File: config.mk
export PLATFORM = sky130hd
export DESIGN_NAME = cam_cmd_seq
export DESIGN_NICKNAME = d
export VERILOG_FILES = /design/src/rtl/cam_cmd_pkg.sv /design/src/rtl/cam_cmd_decode.sv /design/src/rtl/cam_cmd_hold.sv /design/src/rtl/cam_cmd_issue.sv /design/src/rtl/cam_cmd_seq.sv
export SDC_FILE = /design/constraint.sdc
export NUM_CORES = 1
export LEC_CHECK = 0
export ABC_AREA = 1
export BUFFER_PORTS_ARGS = -buffer_cell sky130_fd_sc_hd__buf_4
export CORE_MARGIN = 2
export CORE_UTILIZATION = 41
export DETAILED_ROUTE_END_ITERATION = 16
export GPL_TIMING_DRIVEN = 0
export PLACE_DENSITY = 0.89
export SYNTH_ARGS = -nofsm -noshare
export SYNTH_HDL_FRONTEND = slang
export SYNTH_SLANG_ARGS = --single-unit
export TNS_END_PERCENT = 100
File: constraint.sdc
create_clock -name clk_i -period 1.3 [get_ports clk_i]
set_clock_uncertainty 0.05 [all_clocks]
set_input_delay 0.195 -clock clk_i [delete_from_list [all_inputs] [get_ports clk_i]]
set_output_delay 0.195 -clock clk_i [all_outputs]
set_load 0.005 [all_outputs]
File: src/rtl/cam_cmd_pkg.sv
package cam_cmd_pkg;
  localparam int unsigned CODE_W = 12;
  localparam int unsigned CLS_W  = 4;

  typedef struct packed {
    logic              rd;
    logic [CODE_W-1:0] code;
  } cmd_t;

  localparam cmd_t CMD_NOP = '{rd: 1'b0, code: '0};

  typedef enum logic [CLS_W-1:0] {
    CLS_MEM  = 4'd1,
    CLS_REG  = 4'd2,
    CLS_VLD  = 4'd3,
    CLS_PAGE = 4'd4,
    CLS_FULL = 4'd5
  } cmd_cls_e;

  function automatic logic [CLS_W-1:0] cls_of(input logic [CODE_W-1:0] c);
    return c[CODE_W-1 -: CLS_W];
  endfunction
endpackage

File: src/rtl/cam_cmd_decode.sv
module cam_cmd_decode
  import cam_cmd_pkg::*;
(
  input  logic [CODE_W-1:0] code_i,
  output logic              deferred_o,
  output logic              mem_o
);
  logic [CLS_W-1:0] cls;

  always_comb begin
    cls        = cls_of(code_i);
    deferred_o = 1'b0;
    mem_o      = 1'b0;
    unique case (cls)
      CLS_MEM, CLS_VLD: begin
        deferred_o = 1'b1;
        mem_o      = 1'b1;
      end
      CLS_REG, CLS_PAGE, CLS_FULL: deferred_o = 1'b1;
      default: ;
    endcase
  end

  always_comb begin
    if (mem_o) assert (deferred_o) else $error("AST_MEM_IS_DEFERRED");
  end
endmodule

File: src/rtl/cam_cmd_hold.sv
module cam_cmd_hold
  import cam_cmd_pkg::*;
(
  input  logic clk_i,
  input  logic rst_ni,
  input  logic load_i,
  input  cmd_t cmd_i,
  output cmd_t held_o
);
  always_ff @(posedge clk_i or negedge rst_ni) begin
    if (!rst_ni)     held_o <= CMD_NOP;
    else if (load_i) held_o <= cmd_i;
  end

  AST_HOLD_STABLE: assert property (@(posedge clk_i) disable iff (!rst_ni)
    !load_i |=> $stable(held_o)) else $error("AST_HOLD_STABLE");
  AST_HOLD_LOAD: assert property (@(posedge clk_i) disable iff (!rst_ni)
    load_i |=> held_o == $past(cmd_i)) else $error("AST_HOLD_LOAD");
endmodule

File: src/rtl/cam_cmd_issue.sv
module cam_cmd_issue
  import cam_cmd_pkg::*;
(
  input  logic              cyc_i,
  input  logic              sw_mode_i,
  input  logic              av_n_i,
  input  logic              we_i,
  input  cmd_t              cap_cmd_i,
  input  logic              cap_def_i,
  input  logic [CODE_W-1:0] ctl_i,
  input  cmd_t              held_i,
  input  logic              held_def_i,
  input  logic              held_mem_i,
  input  logic              loc_vld_i,
  output logic              exec_o,
  output cmd_t              cmd_o,
  output logic              xfer_o,
  output logic              stat_o,
  output logic              vld_o
);
  always_comb begin
    exec_o = 1'b0;
    cmd_o  = CMD_NOP;
    xfer_o = 1'b0;
    stat_o = 1'b0;
    vld_o  = 1'b0;
    if (cyc_i) begin
      if (av_n_i && !we_i) begin
        stat_o = 1'b1;
      end else if (!sw_mode_i) begin
        exec_o = 1'b1;
        cmd_o  = '{rd: !we_i, code: ctl_i};
      end else if (av_n_i) begin
        // capture cycle: only immediate commands run now
        exec_o = !cap_def_i;
        cmd_o  = cap_cmd_i;
      end else begin
        exec_o = held_def_i;
        cmd_o  = held_i;
        xfer_o = held_def_i;
        vld_o  = held_mem_i & loc_vld_i;
      end
    end
  end

  always_comb begin
    assert ($onehot0({exec_o, stat_o})) else $error("AST_EXEC_XOR_STAT");
    if (vld_o) assert (xfer_o) else $error("AST_VLD_NEEDS_XFER");
  end
endmodule

File: src/rtl/cam_cmd_seq.sv
module cam_cmd_seq
  import cam_cmd_pkg::*;
#(
  parameter int unsigned MODE_W = 2,
  parameter int unsigned DATA_W = 32
) (
  input  logic              clk_i,
  input  logic              rst_ni,
  input  logic [MODE_W-1:0] ctl_mode_i,
  input  logic              cyc_i,
  input  logic              av_n_i,
  input  logic              we_i,
  input  logic [DATA_W-1:0] data_i,
  input  logic [CODE_W-1:0] ctl_i,
  input  logic              loc_vld_i,
  output logic              exec_o,
  output logic [CODE_W-1:0] cmd_code_o,
  output logic              cmd_rd_o,
  output logic              cmd_xfer_o,
  output logic              stat_rd_o,
  output logic              vld_o
);
  localparam int unsigned QUAL_BIT = CODE_W;

  logic sw_mode, load, cap_def, cap_mem, held_def, held_mem;
  cmd_t cap_cmd, held, issued;

  assign sw_mode = &ctl_mode_i;
  assign cap_cmd = '{rd: data_i[QUAL_BIT], code: data_i[CODE_W-1:0]};
  assign load    = cyc_i & sw_mode & av_n_i & we_i;

  cam_cmd_decode u_dec_cap (
    .code_i(cap_cmd.code), .deferred_o(cap_def), .mem_o(cap_mem)
  );
  cam_cmd_decode u_dec_held (
    .code_i(held.code), .deferred_o(held_def), .mem_o(held_mem)
  );

  cam_cmd_hold u_hold (
    .clk_i(clk_i), .rst_ni(rst_ni), .load_i(load), .cmd_i(cap_cmd), .held_o(held)
  );

  cam_cmd_issue u_issue (
    .cyc_i(cyc_i), .sw_mode_i(sw_mode), .av_n_i(av_n_i), .we_i(we_i),
    .cap_cmd_i(cap_cmd), .cap_def_i(cap_def), .ctl_i(ctl_i),
    .held_i(held), .held_def_i(held_def), .held_mem_i(held_mem),
    .loc_vld_i(loc_vld_i), .exec_o(exec_o), .cmd_o(issued),
    .xfer_o(cmd_xfer_o), .stat_o(stat_rd_o), .vld_o(vld_o)
  );

  assign cmd_code_o = issued.code;
  assign cmd_rd_o   = issued.rd;

  AST_DEFER_NO_EXEC: assert property (@(posedge clk_i) disable iff (!rst_ni)
    (load && cap_def) |-> !exec_o) else $error("AST_DEFER_NO_EXEC");
  AST_IDLE_QUIET: assert property (@(posedge clk_i) disable iff (!rst_ni)
    !cyc_i |-> !(exec_o || stat_rd_o || vld_o)) else $error("AST_IDLE_QUIET");
  AST_HW_NO_LOAD: assert property (@(posedge clk_i) disable iff (!rst_ni)
    !sw_mode |=> $stable(held)) else $error("AST_HW_NO_LOAD");
  AST_XFER_SW_ONLY: assert property (@(posedge clk_i) disable iff (!rst_ni)
    cmd_xfer_o |-> (sw_mode && !av_n_i && exec_o)) else $error("AST_XFER_SW_ONLY");
endmodule

==> out/results.txt, run 1 <==
top flop regs: u_hold.held_o: 13 flops
setup_tns: -0.9575 ns
worst vdd rail ir drop: 0.6064 mV
critical path peak fanout: 2
worst-margin pin slew: 0.1795 ns
CP Launch Type: register
filler cell count: 167
clk_lat worst skew: 0.28 ns
largest net degree at the start of global routing: 14
Period Utilization, post-route: 115.8%
GR Util All Layers: 23.62%
top-count cell post-synth: o21ai_1
clk root buf: clkbuf_4
synthesis-to-finish area growth: 64.54%
Top FF cell, synth: dfrtp_1
kind of critical path: register to output pin
Die Ht: 53.44 µm
core box area: 0.002255 mm²
Tot Pwr: 1.524 mW
worst path bufs/invs: 2
Vias: 1,269
RSZ-0062 raised after global routing: yes
number of global-route vias before repair: 1,217
grt total ovfl: 0
TritonCTS Buffers: 3
Storage cell area: 325.3 µm²
critical path capture point type: output pin
global-route wire length before repair: 4899 µm
Critical-path top delay cell: dfrtp_1
Post-DP HPWL: 2229 µm
Worst path top cell family by delay: flip-flops
Slew HR: 88.01%
htree depth: 1
Syn Nets: 196
Synth top area share: 32.46%
multi-input logic area: 598.1 µm²
ant diodes: 0
post-synthesis adder-cell area fraction: 0%
run status: finished, violations left
Fin. Hold Viols: 0
die footprint: 0.002856 mm²
nets: 267
FF+latch count, synth: 13
I/O Buffers: 49
Syn. warnings: 0
worst-case clock buffer depth: 2
peak per-stage delay on the critical path: 0.40 ns
fin crit period: 1.505 ns
clock sinks: 13
via/cell ratio: 5.244
Finished Core Util: 73.14%
Site Rows: 17
Syn Inst Count: 144
Synth Area in Compound Gates: 29.46%
Starting Density: 44.45%
# DRC: 0
register area share after synthesis: 32.46%
Mapped Area: 0.001002 mm²
failing checks: setup timing
Max Clk Rate: 0.6645 GHz
iteration-0 DRC count of the detailed router: 54
Max Cap Violations: 0
largest family of logic cells by synthesized area: compound AO/OA/AOI/OAI gates
top post-synthesis cells by area: dfrtp_1 (32%), o21ai_1 (11%), nand2_1 (8.2%)
number of synthesized flops with an enable pin: 0
Static Leak: 0.8412 nW
non-filler cells, final: 242
Critical Path RT: 1.05 ns
post-synthesis simple-gate area fraction: 23.35%
Arrival @ worst endpoint: 1.26 ns
post-synthesis mux area share: 0%
max reg flops: 13
placed cells: 221
worst setup margin: -0.2050 ns
XOR/XNOR Fraction of Synth Area: 0%
area leader, netlist: dfrtp_1
Synth top cells by count: o21ai_1 (23), nand2_1 (22), inv_1 (19), nor2_1 (16)
die width: 53.44 µm
remaining antenna violation count: 0
Biggest register: u_hold.held_o
Post-synth ARST share: 100.0%
CTS tree: built
Routed WL: 3399 µm
critical-path cell list: nor2_2 > nand2_1 > inv_1 > nand2_2 > nor2_1 > buf_4
syn avg cell area: 6.960 µm²
pins over their slew limit: 0
DRT Pass-1 Iters: 4
Place WS: -0.1058 ns
WL per Instance: 14.05 µm
I/O pin count: 69
# setup viols final: 14
Clock Pin Slew Worst Setup and Hold Paths: 0.09 ns
share of cells above drive strength 1: 57.94%
HP Class: primary input to register
gp weighted congestion: 0.7655
initial antenna violation count: 0
PD cells: 924.3 mW/mm²
Synth cell types: 21
layout make-up:
| class | instances | area share (%) |
|---|---|---|
| Clock buffer | 4 | 1.593 |
| Tap cell | 28 | 2.124 |
| Timing Repair Buffer | 66 | 30.20 |
| Multi-Input combinational cell | 102 | 36.27 |
| Buffer | 8 | 5.008 |
| Sequential cell | 13 | 19.73 |
| Inverter | 21 | 5.083 |
logic make-up after synthesis:
kind of cell,count (synthesis)
AOI/OAI and AO/OA,52
buffers and inverters,29
DFF,13
and+or+nand+nor,50
layout by cell type, fill, tap and decap left out:
| cell | instances |
|---|---|
| o211ai_1 | 1 |
| nand2_4 | 1 |
| inv_1 | 7 |
| buf_6 | 6 |
| nor2_1 | 15 |
| nand2_1 | 20 |
| inv_2 | 13 |
| nand4_1 | 1 |
| nand3_1 | 1 |
| nor2_2 | 1 |
| a21oi_1 | 7 |
| clkinv_4 | 1 |
| dfrtp_1 | 13 |
| nand3_2 | 1 |
| clkbuf_1 | 1 |
| nand2_2 | 9 |
| a21boi_1 | 1 |
| buf_4 | 67 |
| o21ai_1 | 22 |
| a21oi_4 | 1 |
| nor2_8 | 1 |
| o21ai_2 | 14 |
| a21oi_2 | 6 |
| dlygate4sd3_1 | 1 |
| clkbuf_4 | 3 |
per-layer routing:
| metal | vias to the layer above | global-route usage (%) | share of wire, % |
|---|---|---|---|
| met5 | - | 0 | 0 |
| li1 | 605 | - | - |
| met2 | 74 | 42.18 | 48 |
| met4 | 0 | 12.39 | 1.7 |
| met3 | 8 | 3.955 | 9.4 |
| met1 | 582 | 26.35 | 40 |
per-stage QoR:
stage | hold WS, ns | cell area (µm²)
2_1_floorplan | -0.1506 | 1002
3_3_place_gp | -0.003677 | 1405
3_5_place_dp | -0.0009279 | 1405
4_1_cts | 0.07405 | 1562
5_1_grt | 0.06985 | 1649
6_report | 0.07659 | 1649
worst paths after layout:
kind	startpoint	end	slack (ns)	cells past startpoint
min reg2reg	u_hold.held_o[3]	u_hold.held_o[3]	0.50	2
max in group asynchronous	rst_ni	u_hold.held_o[10]	0.80	2
max	u_hold.held_o[11]	cmd_xfer_o	-0.20	6
min in group asynchronous	rst_ni	u_hold.held_o[8]	0.24	2
max reg2reg	u_hold.held_o[10]	u_hold.held_o[10]	0.39	4
min	data_i[5]	u_hold.held_o[5]	0.08	3
tightest hold or removal path, delay by kind of cell:
family                 cells  cell delay (ns)
buffers and inverters      1             0.09
AND/OR/NAND/NOR            1             0.05
AO/OA/AOI/OAI              1             0.04
timing repair:
action,in CTS,in global routing
resized for setup,21,21
setup buffers,12,5
endpoints found under the hold margin,13,0
setup endpoints to repair,16,16
pin swaps,6,9
hold buffers,1,0
gates cloned,0,0
where the power goes:
| part | total [mW] | switching, mW | internal (mW) |
|---|---|---|---|
| Combinational | 0.706 | 0.324 | 0.382 |
| Sequential | 0.555 | 0.0547 | 0.501 |
| Clock | 0.263 | 0.144 | 0.119 |
| Total | 1.52 | 0.523 | 1.00 |
Note: power is estimated with default switching activity, not from simulation.
==> inputs of run 2 (changes only) <==
==> constraint.sdc (replaced) <==
create_clock -name clk_i -period 1.49 [get_ports clk_i]
set_clock_uncertainty 0.05 [all_clocks]
set_input_delay 0.2235 -clock clk_i [delete_from_list [all_inputs] [get_ports clk_i]]
set_output_delay 0.2235 -clock clk_i [all_outputs]
set_load 0.005 [all_outputs]
==> run 2 against run 1 <==
Via count shrank 7.1%. Setup slack gained 0.10 ns. The run still ends with setup timing left. Flip-flop and latch count is the same. Worst hold slack gained 0.023 ns. Sequential power shrank 14%. Core utilization shrank 7.7 points. Combinational power shrank 38%. Cell area shrank 10%.
==> out/results.txt, run 2 (synthesis gave the netlist of run 1 again) <==
# DRC: 0 (unchanged)
worst-case clock buffer depth: 2 (unchanged)
Worst Hold Endpoint: u_hold.held_o[6]
grt total ovfl: 0 (unchanged)
Max Clk Rate: 0.6282 GHz
Static Leak: 0.7722 nW (-8.2%)
worst vdd rail ir drop: 0.4801 mV (-21%)
fin crit period: 1.592 ns
Reg power frac: 41.7% (+5.3 points)
htree depth: 1 (unchanged)
die footprint: 0.002856 mm² (unchanged)
Post-DP HPWL: 2229 µm (unchanged)
number of global-route vias before repair: 1,161 (-4.6%)
worst path bufs/invs: 3 (+1)
Internal: 0.7540 mW (-25%)
GR Util All Layers: 22.96% (-0.66 points)
Clk pwr share: 19.6% (+2.3 points)
kind of critical path: register to output pin
global-route wire length before repair: 4754 µm (-3.0%)
iteration-0 DRC count of the detailed router: 37 (-31%)
critical-path cell list: nor2_2 > nand2_1 > inv_1 > nand2_1 > nand3_1 > nand2_1 > inv_1 > buf_4
die width: 53.44 µm (unchanged)
# setup viols final: 2 (-12)
Most Frequent Cell on Critical Path: nand2_1
I/O pin count: 69 (unchanged)
Max Cap Violations: 0 (unchanged)
I/O Buffers: 49 (unchanged)
peak per-stage delay on the critical path: 0.40 ns (about the same)
Finished Core Util: 65.48% (-7.7 points)
Sw Share: 33.81% (-0.47 points)
met3 GRT Util: 3.107% (-0.85 points)
setup_tns: -0.1334 ns (+0.8241 ns)
run status: finished, violations left
clk_lat worst skew: 0.27 ns (about the same)
TritonCTS Buffers: 3 (unchanged)
Clock Pin Slew Worst Setup and Hold Paths: 0.08 ns (about the same)
initial antenna violation count: 0 (unchanged)
Period Utilization, post-route: 106.8%
combinational group share of total power: 38.7% (-7.6 points)
critical path peak fanout: 2 (unchanged)
reg2reg path depth: 3 (-1)
synthesis-to-finish area growth: 47.32%
remaining antenna violation count: 0 (unchanged)
critical path capture point type: output pin
Die Ht: 53.44 µm (unchanged)
GR Util met1: 25.44% (-0.92 points)
Worst Hold Depth: 3 (unchanged)
HP Start: data_i[6]
Site Rows: 17 (unchanged)
WL per Instance: 13.44 µm (-4.3%)
CTS tree: built
max reg flops: 13 (unchanged)
clk root buf: clkbuf_4
commonest cells after routing, fill and taps aside: buf_4 (54), o21ai_1 (23), nand2_1 (22)
DRT Pass-1 Iters: 4 (unchanged)
Critical Path RT: 1.22 ns (+0.17 ns)
clock sinks: 13 (unchanged)
worst r2r dst: u_hold.held_o[11]
switching pwr: 0.3852 mW (-26%)
Critical-path top delay cell: dfrtp_1
via/cell ratio: 5.171 (-1.4%)
Worst path top cell family by delay: simple AND/OR/NAND/NOR gates
Reg2Reg Setup Slack: 0.62 ns (+0.23 ns)
Tot Pwr: 1.139 mW (-25%)
largest net degree at the start of global routing: 14 (unchanged)
failing checks: setup timing
reg-to-reg critical path startpoint: u_hold.held_o[11]
Slew HR: 86.11% (-1.9 points)
Most Crowded Layer GR: met2
Starting Density: 44.45% (unchanged)
CP Launch Type: register
pins over their slew limit: 0 (unchanged)
RSZ-0062 raised after global routing: yes
PD cells: 771.6 mW/mm² (-17%)
top flop regs: u_hold.held_o: 13 flops
Fin. Hold Viols: 0 (unchanged)
worst setup margin: -0.1019 ns (+0.1031 ns)
Vias: 1,179 (-7.1%)
Routed WL: 3065 µm (-9.8%)
ant diodes: 0 (unchanged)
core box area: 0.002255 mm² (unchanged)
gp weighted congestion: 0.7655 (unchanged)
worst-margin pin slew: 0.2084 ns (+0.02893 ns)
commonest non-fill, non-tap cell in the layout: buf_4
nets: 253 (-5.2%)
Biggest register: u_hold.held_o
met2 Track Usage GR: 42.18% (unchanged)
Worst Hold Slack: 0.09995 ns (+0.02336 ns)
Arrival @ worst endpoint: 1.32 ns (+0.06 ns)
HP Class: primary input to register
share of cells above drive strength 1: 43.50% (-14 points)
[run 2: changes by cell type in the layout (fill, tap and decap cells not counted), moves of 6 or more]
cell,delta
buf_4,-13
inv_1,+8
inv_2,-8
a21oi_2,-6
o21ai_2,-6
a21oi_1,+6
[run 2: per-layer routing]
layer  share of wire, %  up-vias
li1                   -      577
met4                1.7        0
met2                 50       80
met1                 39      515
met5                  0        -
met3                9.4        7
[run 2: final cells by class]
| cell class | count | area [µm²] |
|---|---|---|
| fillers | 204 | 778.2 |
| multi-input cells | 102 | 543.0 |
| repair buffers | 52 | 392.9 |
| flip-flops and latches | 13 | 325.3 |
| inverters | 21 | 81.33 |
| plain buffers | 8 | 72.57 |
| well taps | 28 | 35.03 |
| clock buffers | 4 | 26.28 |
[run 2: repair_timing]
item,CTS,global route
gates resized for setup,3,8
hold buffers,1,0
hold endpoints to repair,13,0
buffers inserted,1,1
setup endpoints to repair,2,14
pin swaps,0,1
[run 2: stage by stage]
stage,instances,setup WS (ns),instance area (µm²)
finish,228,-0.1019,1476
global route,228,-0.1775,1476
CTS,227,-0.001961,1451
detailed placement,221,0.02721,1405
global placement,221,0.04793,1405
floorplan,144,0.3876,1002
[run 2: how the worst max path moves through the flow]
stage,from,cells after the start,slack [ns],endpoint
4_1_cts,u_hold.held_o[11],8,-0.002,exec_o
3_3_place_gp,ctl_mode_i[0],8,0.05,cmd_code_o[8]
2_1_floorplan,ctl_mode_i[0],6,0.39,cmd_code_o[8]
5_1_grt,u_hold.held_o[10],7,-0.18,exec_o
6_report,u_hold.held_o[11],8,-0.10,exec_o
3_5_place_dp,ctl_mode_i[0],8,0.03,cmd_code_o[2]
[run 2: power groups by stage]
stage                     combinational (mW)  clock (mW)  sequential [mW]
after global placement                 0.388           0            0.471
after global routing                   0.495       0.240            0.483
after floorplan                        0.235           0            0.466
after CTS                              0.421       0.221            0.470
after detailed placement               0.403           0            0.476
final                                  0.441       0.223            0.475
[run 2: tightest hold or removal path, delay by kind of cell]
family | cells | cell delay [ns]
buffers and inverters | 1 | 0.09
and+or+nand+nor | 1 | 0.05
AOI/OAI and AO/OA | 1 | 0.04
==> inputs of run 3 (changes only) <==
--- a/config.mk
+++ b/config.mk
@@ -6,12 +6,12 @@
 export NUM_CORES = 1
 export LEC_CHECK = 0
 export ABC_AREA = 1
-export BUFFER_PORTS_ARGS = -buffer_cell sky130_fd_sc_hd__buf_4
-export CORE_MARGIN = 2
-export CORE_UTILIZATION = 41
+export CORE_MARGIN = 1
+export CORE_UTILIZATION = 50
 export DETAILED_ROUTE_END_ITERATION = 16
+export DONT_BUFFER_PORTS = 1
 export GPL_TIMING_DRIVEN = 0
-export PLACE_DENSITY = 0.89
+export PLACE_DENSITY = 0.74
 export SYNTH_ARGS = -nofsm -noshare
 export SYNTH_HDL_FRONTEND = slang
 export SYNTH_SLANG_ARGS = --single-unit
==> constraint.sdc (replaced) <==
create_clock -name clk_i -period 1.49 [get_ports clk_i]
set_clock_uncertainty 0.05 [all_clocks]
set_input_delay 0.149 -clock clk_i [delete_from_list [all_inputs] [get_ports clk_i]]
set_output_delay 0.149 -clock clk_i [all_outputs]
set_load 0.005 [all_outputs]
==> run 3 against run 2 <==
The flow now finishes without violations. Highest routed layer unchanged. Critical path type unchanged. Worst hold slack got worse by 0.096 ns. Cell area fell by 19%. Sequential share of layout area rose by 5.2 points. First-iteration DRC count fell by 27%. Largest cell class unchanged. Largest power group unchanged. Clock-buffer cell count fell by 1. Critical path depth fell by 1. Clock power fell by 3%. Via count fell by 13%. Flip-flop and latch count did not move. Sequential power fell by 0.8%.
==> out/results.txt, run 3 (synthesis gave the netlist of run 1 again) <==
via/cell ratio: 5.522 (+6.8%)
die width: 46.77 µm (-12%)
grt total ovfl: 0 (unchanged)
CTS tree: built
kind of critical path: register to output pin
clock sinks: 13 (unchanged)
WL per Instance: 14.01 µm (+4.2%)
Place WS: 0.3914 ns (+0.3642 ns)
Design Area, Final: 0.001194 mm² (-19%)
share of cells above drive strength 1: 19.88% (-24 points)
gp weighted congestion: 0.7776 (+1.6%)
Internal: 0.6683 mW (-11%)
Die Ht: 46.77 µm (-12%)
pins over their slew limit: 0 (unchanged)
I/O pin count: 69 (unchanged)
largest net degree at the start of global routing: 14 (unchanged)
top flop regs: u_hold.held_o: 13 flops
Post-DP HPWL: 1810 µm (-19%)
GR Util All Layers: 25.46% (+2.5 points)
number of global-route vias before repair: 890 (-23%)
commonest cells after routing, fill and taps aside: o21ai_1 (23), nand2_1 (22), inv_1 (19)
Sw Share: 33.64% (-0.17 points)
Clock Pin Slew Worst Setup and Hold Paths: 0.08 ns (about the same)
CP Launch Type: register
PD cells: 843.8 mW/mm² (+9.4%)
max reg flops: 13 (unchanged)
Worst Hold Slack: 0.004313 ns (-0.09563 ns)
fin crit period: 1.382 ns (-0.2103 ns)
worst-case clock buffer depth: 2 (unchanged)
DR WL met3: 191 µm (-34%)
Starting Density: 55.62% (+11 points)
clk root buf: clkbuf_4
DRT Pass-1 Iters: 4 (unchanged)
non-filler cells, final: 186 (-18%)
synthesis-to-finish area growth: 19.10%
global-route wire length before repair: 3926 µm (-17%)
Finished Core Util: 66.25% (+0.77 points)
Met2 Wirelength: 1254 µm (-17%)
clk_lat worst skew: 0.27 ns (about the same)
Max Clk Rate: 0.7238 GHz (+15%)
TritonCTS Buffers: 3 (unchanged)
Routed WL: 2606 µm (-15%)
Setup Fix Bufs, Post-CTS: 0 (-1)
Placed Area: 0.001033 mm² (-26%)
Top Layer Used: met4
Slew HR: 59.96% (-26 points)
Vias: 1,027 (-13%)
Reg power frac: 46.7% (+5.0 points)
Arrival @ worst endpoint: 1.18 ns (-0.14 ns)
# DRC: 0 (unchanged)
Tot Pwr: 1.007 mW (-12%)
switching pwr: 0.3388 mW (-12%)
iteration-0 DRC count of the detailed router: 27 (-27%)
remaining antenna violation count: 0 (unchanged)
combinational group share of total power: 31.7% (-7.0 points)
I/O Buffers: 0 (-100%)
Static Leak: 0.5722 nW (-26%)
RSZ-0062 raised after global routing: no
initial antenna violation count: 0 (unchanged)
Fin. Hold Viols: 0 (unchanged)
HP Class: primary input to register
ant diodes: 0 (unchanged)
worst vdd rail ir drop: 0.5400 mV (+12%)
commonest non-fill, non-tap cell in the layout: o21ai_1
Period Utilization, post-route: 92.72% (-14 points)
run status: finished, final reports clean
Max Cap Violations: 0 (unchanged)
Post-Route M1 WL: 1148 µm (-4.8%)
Biggest register: u_hold.held_o
nets: 214 (-15%)
critical path capture point type: output pin
setup_tns: 0 ns (+0.1334 ns)
htree depth: 1 (unchanged)
critical path peak fanout: 3 (+1)
# setup viols final: 0 (-2)
placed cells: 169 (-24%)
Clk pwr share: 21.5% (+1.9 points)
worst setup margin: 0.1084 ns (+0.2103 ns)
die footprint: 0.002187 mm² (-23%)
Critical Path RT: 1.29 ns (+0.07 ns)
Site Rows: 15 (-2)
core box area: 0.001802 mm² (-20%)
worst-margin pin slew: 0.5986 ns (+0.3902 ns)
run 3: cell types whose count changed in the layout (fill, tap and decap cells not counted), sizes merged:
| cell | previous run | this run |
|---|---|---|
| buf | 59 | 8 |
| clkbuf | 4 | 3 |
| clkinv | 0 | 1 |
| dlygate4sd3 | 1 | 13 |
run 3: what timing repair did:
action / in CTS / in global routing
resized for setup: 0 / 1
hold endpoints to repair: 25 / 0
endpoints found under the setup margin: 0 / 1
hold buffers: 13 / 0
run 3: worst paths after layout:
kind	slack, ns	startpoint	end	cells past startpoint
setup / recovery	0.11	u_hold.held_o[11]	exec_o	7
hold / removal	0.004	data_i[11]	u_hold.held_o[11]	2
setup reg to reg	0.75	u_hold.held_o[11]	u_hold.held_o[11]	2
hold reg to reg	0.47	u_hold.held_o[5]	u_hold.held_o[5]	2
max in group asynchronous	0.74	rst_ni	u_hold.held_o[9]	1
min in group asynchronous	0.27	rst_ni	u_hold.held_o[6]	1
run 3: worst max-delay path, stage by stage, from the launching register on:
cell and delay [ns]:
dfrtp_1 0.42, nor2_2 0.13, nand2_1 0.06, inv_1 0.05, nand2_1 0.06, nand3_1 0.07, nand2_1 0.05, inv_1 0.06
run 3: layout make-up:
cell class,count,area (µm²)
plain buffers,8,66.31
clock buffers,3,22.52
clock inverters,1,5.005
fillers,174,608.1
inverters,21,81.33
multi-input cells,102,531.8
flip-flops and latches,13,325.3
well taps,25,31.28
repair buffers,13,130.1
run 3: power groups by stage:
stage                     registers, mW  clock network, mW  logic, mW
final                             0.471              0.217      0.320
after global routing              0.479              0.233      0.358
after CTS                         0.468              0.218      0.317
after detailed placement          0.476                  0      0.279
after global placement            0.473                  0      0.270
after floorplan                   0.466                  0      0.235
run 3: metal layers:
| layer | vias to the layer above | track usage, % |
|---|---|---|
| li1 | 495 | - |
| met1 | 481 | 33.41 |
| met2 | 49 | 44.44 |
| met3 | 2 | 3.077 |
| met4 | 0 | 6.857 |
| met5 | - | 0 |
